## src/rtl/fan_pwm_latch.sv

```systemverilog
module fan_pwm_latch #(
  parameter int CNT_W    = 8,
  parameter int MIN_DUTY = 90
) (
  input  logic             clk,
  input  logic             rst_n,
  input  logic             en,
  input  logic             digital_mode,
  input  logic             slope_dn,
  input  logic             floor_en,
  input  logic             full_on,
  input  logic [CNT_W-1:0] cmd,
  input  logic             ext_pulse,
  input  logic             ilim,
  output logic             drive_out
);
  localparam logic [CNT_W-1:0] FLOOR = CNT_W'(MIN_DUTY);

  logic [1:0]       ilim_sync, pulse_sync;
  logic             pulse_d, lim_q;
  logic [CNT_W-1:0] cnt, duty_q;

  wire ilim_s    = ilim_sync[1];
  wire pulse_s   = pulse_sync[1];
  wire osc_tb    = !digital_mode || full_on;
  wire osc_start = (cnt == '0);
  wire start     = osc_tb ? osc_start : (pulse_s && !pulse_d);

  wire [CNT_W-1:0] mapped    = slope_dn ? ~cmd : cmd;
  wire [CNT_W-1:0] duty_next = (floor_en && !digital_mode && mapped < FLOOR) ? FLOOR : mapped;
  wire [CNT_W-1:0] duty_now  = osc_start ? duty_next : duty_q;

  wire on      = full_on ? 1'b1 : (digital_mode ? pulse_s : (cnt < duty_now));
  wire lim_eff = lim_q && !start;

  assign drive_out = en && on && !ilim_s && !lim_eff;

  always_ff @(posedge clk or negedge rst_n) begin
    if (!rst_n) begin
      ilim_sync  <= '0;
      pulse_sync <= '0;
      pulse_d    <= 1'b0;
      cnt        <= '0;
      duty_q     <= '0;
      lim_q      <= 1'b0;
    end else begin
      ilim_sync  <= {ilim_sync[0], ilim};
      pulse_sync <= {pulse_sync[0], ext_pulse};
      pulse_d    <= pulse_s;
      if (!en) begin
        cnt    <= '0;
        duty_q <= '0;
        lim_q  <= 1'b0;
      end else begin
        cnt <= cnt + 1'b1;
        if (osc_start) duty_q <= duty_next;
        if (ilim_s)     lim_q <= 1'b1;
        else if (start) lim_q <= 1'b0;
      end
    end
  end
endmodule

```

## config.mk

```make
export PLATFORM = sky130hd
export DESIGN_NAME = fan_pwm_latch
export DESIGN_NICKNAME = d
export VERILOG_FILES = /design/src/rtl/fan_pwm_latch.sv
export SDC_FILE = /design/constraint.sdc
export NUM_CORES = 1
export LEC_CHECK = 0
export CAP_MARGIN = 10
export CELL_PAD_IN_SITES_DETAIL_PLACEMENT = 1
export CELL_PAD_IN_SITES_GLOBAL_PLACEMENT = 2
export CORE_UTILIZATION = 30
export DETAILED_ROUTE_END_ITERATION = 8
export DONT_BUFFER_PORTS = 1
export PLACE_DENSITY = 0.62
export SETUP_SLACK_MARGIN = 0.2
export SYNTH_ARGS = -nofsm -noshare
export SYNTH_HDL_FRONTEND = slang
export SYNTH_SLANG_ARGS = --single-unit
```

## constraint.sdc

```tcl
create_clock -name clk -period 2.9 [get_ports clk]
set_clock_uncertainty 0.05 [all_clocks]
set_input_delay 0.29 -clock clk [delete_from_list [all_inputs] [get_ports clk]]
set_output_delay 0.29 -clock clk [all_outputs]
set_load 0.01 [all_outputs]
```

Word-level counts from Yosys, hierarchy flattened

Index checks and enable logic that the tools add are counted.

$add $sub $neg: 1
Order comparisons: 2
Eq/ne operators: 1
Mux-type cells: 11
Bitwise logic cells: 1
Reductions and logical operators: 14

Operators with widths:

| operator                                                   | count |
|---|---|
| two-way mux 8 bit                                          | 5 |
| adder 8 x 1 -> 8 bit, second input constant                | 1 |
| zero test 8 bit                                            | 1 |
| less-than comparator 8 x 7 -> 1 bit, second input constant | 1 |
| less-than comparator 8 bit                                 | 1 |
| inverter 8 bit                                             | 1 |
| logical AND 1 bit                                          | 7 |
| two-way mux 1 bit                                          | 6 |
| zero test 1 bit                                            | 5 |
| != test 3 x 1 -> 1 bit, second input constant              | 1 |
| logical OR 1 bit                                           | 1 |

Register bits: 22
Input port bits: 17
Output and inout bits: 1
Logic and storage cells: 36

Logic depth before layout (Yosys ltp)

Word-level depth: 12
Gate-level depth with buffers: 12
Mapped depth without buffers: 11

Least setup slack after synthesis

No wires, ideal clock.

Kind: register -> output
Start: register cnt[4]
End: output port drive_out
Arrival time: 2344 ps
Required time: 2560 ps
Slack: 216 ps
Stages on the path, launching flop included: 12
Path buffers: 1
Path through: dfrtp_1 nor4_2 nand3_1 buf_6 nor3_1 a21oi_1 ha_1 a211oi_1 nor2_1 o31ai_1 nand4_1 o21ai_1

Word-level cells in the longest chain between the ends: 8

RTL lines:

| item                            | RTL line | source |
|---|---|---|
| start: declaration              | 21       | `logic [CNT_W-1:0] cnt, duty_q;` |
| start signal: assignment        | 55       | `cnt <= cnt + 1'b1;` |
| zero test 8 bit                 | 26       | `wire osc_start = (cnt == '0);` |
| two-way mux 8 bit               | --       |  |
| less-than comparator 8 bit      | 33       | `wire on = full_on ? 1'b1 : (digital_mode ? pulse_s : (cnt < duty_now));` |
| two-way mux 1 bit (2 in series) | 33       |  |
| logical AND 1 bit (2 in series) | 36       | `assign drive_out = en && on && !ilim_s && !lim_eff;` |
| logical AND 1 bit (*)           | 36       |  |
| end: declaration                | 15       | `output logic drive_out` |

Mark *: on every way between the ends. The rest lies on a longest branch, timed or not.

Worst setup path after layout

Ends and elaborated chain as after synthesis.

==> flow_summary.ini <==
[run_status]
status = finished clean

[yosys]
yosysTopAreaCell = dfrtp_1
yosys-top-cells-area = dfrtp_1 42%, ha_1 8.6%, xnor2_1 8.0%
syn_inst = 127
syn_area_um2 = 1306
ys_types = 39
netlist.area_leader.share_pct = 42.15
synthesis.nets = 153
synth_seq_cells = 22
ys_warn_count = 0
seq_area_frac_synth_pct = 42.15
synth.avg_cell_area_um2 = 10.29

[detailed_routing]
postRouteAntennaNets = 0
dr_total_vias = 989
viasPerCell = 5.151
drtIter0Drc = 16
wl_per_cell_um = 16.60
firstDrtPassIters = 4
wl_mm = 3.188
drc = 0

[sta]
worst_slew_pin_slew_ns = 1.021
min_period_ns = 2.890
fmax_mhz = 346.0
fin_crit_sh_pct = 99.67
slew_headroom_pct = 31.74
setup_viol = 0
hold_ws_ns = 0.1014
slew_viol_final = 0
hold_viol = 0
rsz0062_at_grt = true

[die]
die-area_um2 = 4622
start_util_pct = 31.97
ioPinCount = 18
placementRows = 23
die_height_um = 67.99
core-area_um2 = 4086
die-width_um = 67.99

[critical_path]
worstSetupPathType = flip-flop to output pin
cp_max_fo = 3
crit_required_ns = 2.56
cp-end-kind = output pin
crit_arrival_ns = 2.55
start_kind = flip-flop

[clocking]
cts_buffers = 3
clock_latency_ns = 0.27
clockBufferDepth = 2
cts_tree = built
cts_root_buffer = clkbuf_8
clkSlewWorstSetupHoldPaths_ns = 0.08
htree_levels = 1
cts.sinks = 22

[cells_and_area]
drive_above_1_share_pct = 23.94
layout_common_cells = 22 x dfrtp_1, 12 x xnor2_1, 12 x buf_4, 9 x nor2b_1
final_common_cell = dfrtp_1
area_growth_pct = 24.90
num-fill-cells = 465
diodes = 0
finalNonFillerCells = 192
final_nets = 169
post-route-util_pct = 39.93

[global_route]
antenna_found_initial = 0
grt_max_degree = 23
grt_usage_pct = 15.31
grt_pass1_vias = 1085
overflow = 0
grt_first_pass_wirelength_mm = 5.092

[pwr]
swShare_pct = 26.14
clockPowerShare_pct = 35.9
comb_power_share_pct = 22.5
p_int_w = 0.0006017
p_leak_nw = 0.7239
power_density_nw_per_um2 = 499.3
ir_worst_vdd_mv = 0.1912
total_power_w = 0.0008147
power_switching_w = 0.0002130
p_seq_share_pct = 41.6

[placement]
dp_hpwl_mm = 2.277
port_buffers = 0
gp_congestion = 0.7560
dp.cells = 181

[worst_hold_path]
hold_path.class = primary input to flip-flop

[run]
maxCapViolCount = 0
-- final timing paths --
| check | startpoint | to | slack (ns) | cells after the start |
|---|---|---|---|---|
| max in group asynchronous | rst_n | duty_q[2] | 1.59 | 1 |
| worst min-delay path | en | cnt[2] | 0.10 | 1 |
| min in group asynchronous | rst_n | cnt[7] | 0.59 | 1 |
| worst max-delay path | cnt[4] | drive_out | 0.01 | 10 |
| worst max register to register | cnt[4] | lim_q | 0.96 | 7 |
| worst min register to register | pulse_sync[0] | pulse_sync[1] | 0.31 | 0 |
-- cells by family (layout without fill, tap and decap cells) --
logic type	count (synthesis)	after routing	synth area share, %
xor gates and xnor gates	14	14	9.387
buffers and inverters	9	24	3.544
DFF	22	22	42.15
adders and majority gates	9	9	8.621
AOI/OAI and AO/OA	22	22	12.55
and+or+nand+nor	51	51	23.75
-- area by class of cell --
| class | instances | area, um2 | share of cell area, % |
|---|---|---|---|
| Multi-Input combinational cell | 96 | 793.3 | 48.62 |
| Sequential cell | 22 | 550.5 | 33.74 |
| Timing Repair Buffer | 17 | 142.6 | 8.742 |
| Tap cell | 50 | 62.56 | 3.834 |
| Clock buffer | 3 | 41.29 | 2.531 |
| Clock inverter | 1 | 30.03 | 1.840 |
| Inverter | 3 | 11.26 | 0.6902 |
-- stage by stage --
stage | worst slack, ns | setup TNS, ns | instance area [um2]
final | 0.009523 | 0 | 1632
after global routing | -0.1627 | -0.1627 | 1632
after CTS | -0.1077 | -0.1077 | 1568
after detailed placement | 0.03986 | 0 | 1409
after global placement | 0.1183 | 0 | 1409
after floorplan | 0.2161 | 0 | 1306
-- flip-flops by register name (all words and copies together), names as in the netlist --
name	cells
pulse_sync	2
lim_q	1
ilim_sync	2
pulse_d	1
duty_q	8
cnt	8
-- synth_stat cells --
cell and number:
nor2_1 3, nand4b_1 1, nor3b_1 1, ha_1 9, nand2b_1 2, nor2b_1 9
buf_6 1, and2_1 8, nor4_2 1, o31a_1 1, clkbuf_1 1, or3_1 1
and4bb_2 1, nand3_1 6, o22ai_1 4, nor2b_2 1, a211oi_1 1, buf_2 4
o21ai_1 1, nand4_1 2, inv_1 3, xnor2_1 12, o21ai_0 1, o211ai_1 1
o31ai_1 2, a211o_1 1, a311oi_4 1, and3_1 4, a21o_1 1, and4bb_1 1
a31oi_1 1, nor3_1 1, o21a_1 1, and4_1 1, o2111ai_1 1, dfrtp_1 22
xor2_1 2, a21oi_1 5, nand2_1 8
-- power by group through the flow --
stage | clock network, W | registers [W] | logic (W)
finish | 0.000292 | 0.000339 | 0.000183
global route | 0.000311 | 0.000341 | 0.000200
CTS | 0.000297 | 0.000338 | 0.000170
detailed placement | 0 | 0.000344 | 0.000139
global placement | 0 | 0.000343 | 0.000136
floorplan | 0 | 0.000341 | 0.000110
-- per-layer routing --
metal	vias to the layer above	global-route usage [%]	wire length, um
li1	475	-	-
met1	501	19.42	1472
met2	11	26.72	1625
met3	2	2.000	72
met4	0	4.688	18
met5	-	0	0
-- worst max-delay path: stages (launching register included) --
cell	delay, ns
dfrtp_1	0.42
nor4_4	0.31
nand3_2	0.19
nor3_4	0.26
a21oi_4	0.06
ha_4	0.24
a211oi_2	0.19
nor2_1	0.08
o31ai_2	0.22
nand4_1	0.14
o21ai_2	0.19
-- what timing repair did --
item	4_1_cts	5_1_grt
buffers inserted	2	2
hold endpoints to repair	24	0
pin swaps	9	9
setup endpoints to repair	1	1
gates resized for setup	10	8
cloned	0	0
hold buffers	3	0
Power figures use the tool's default switching activity.
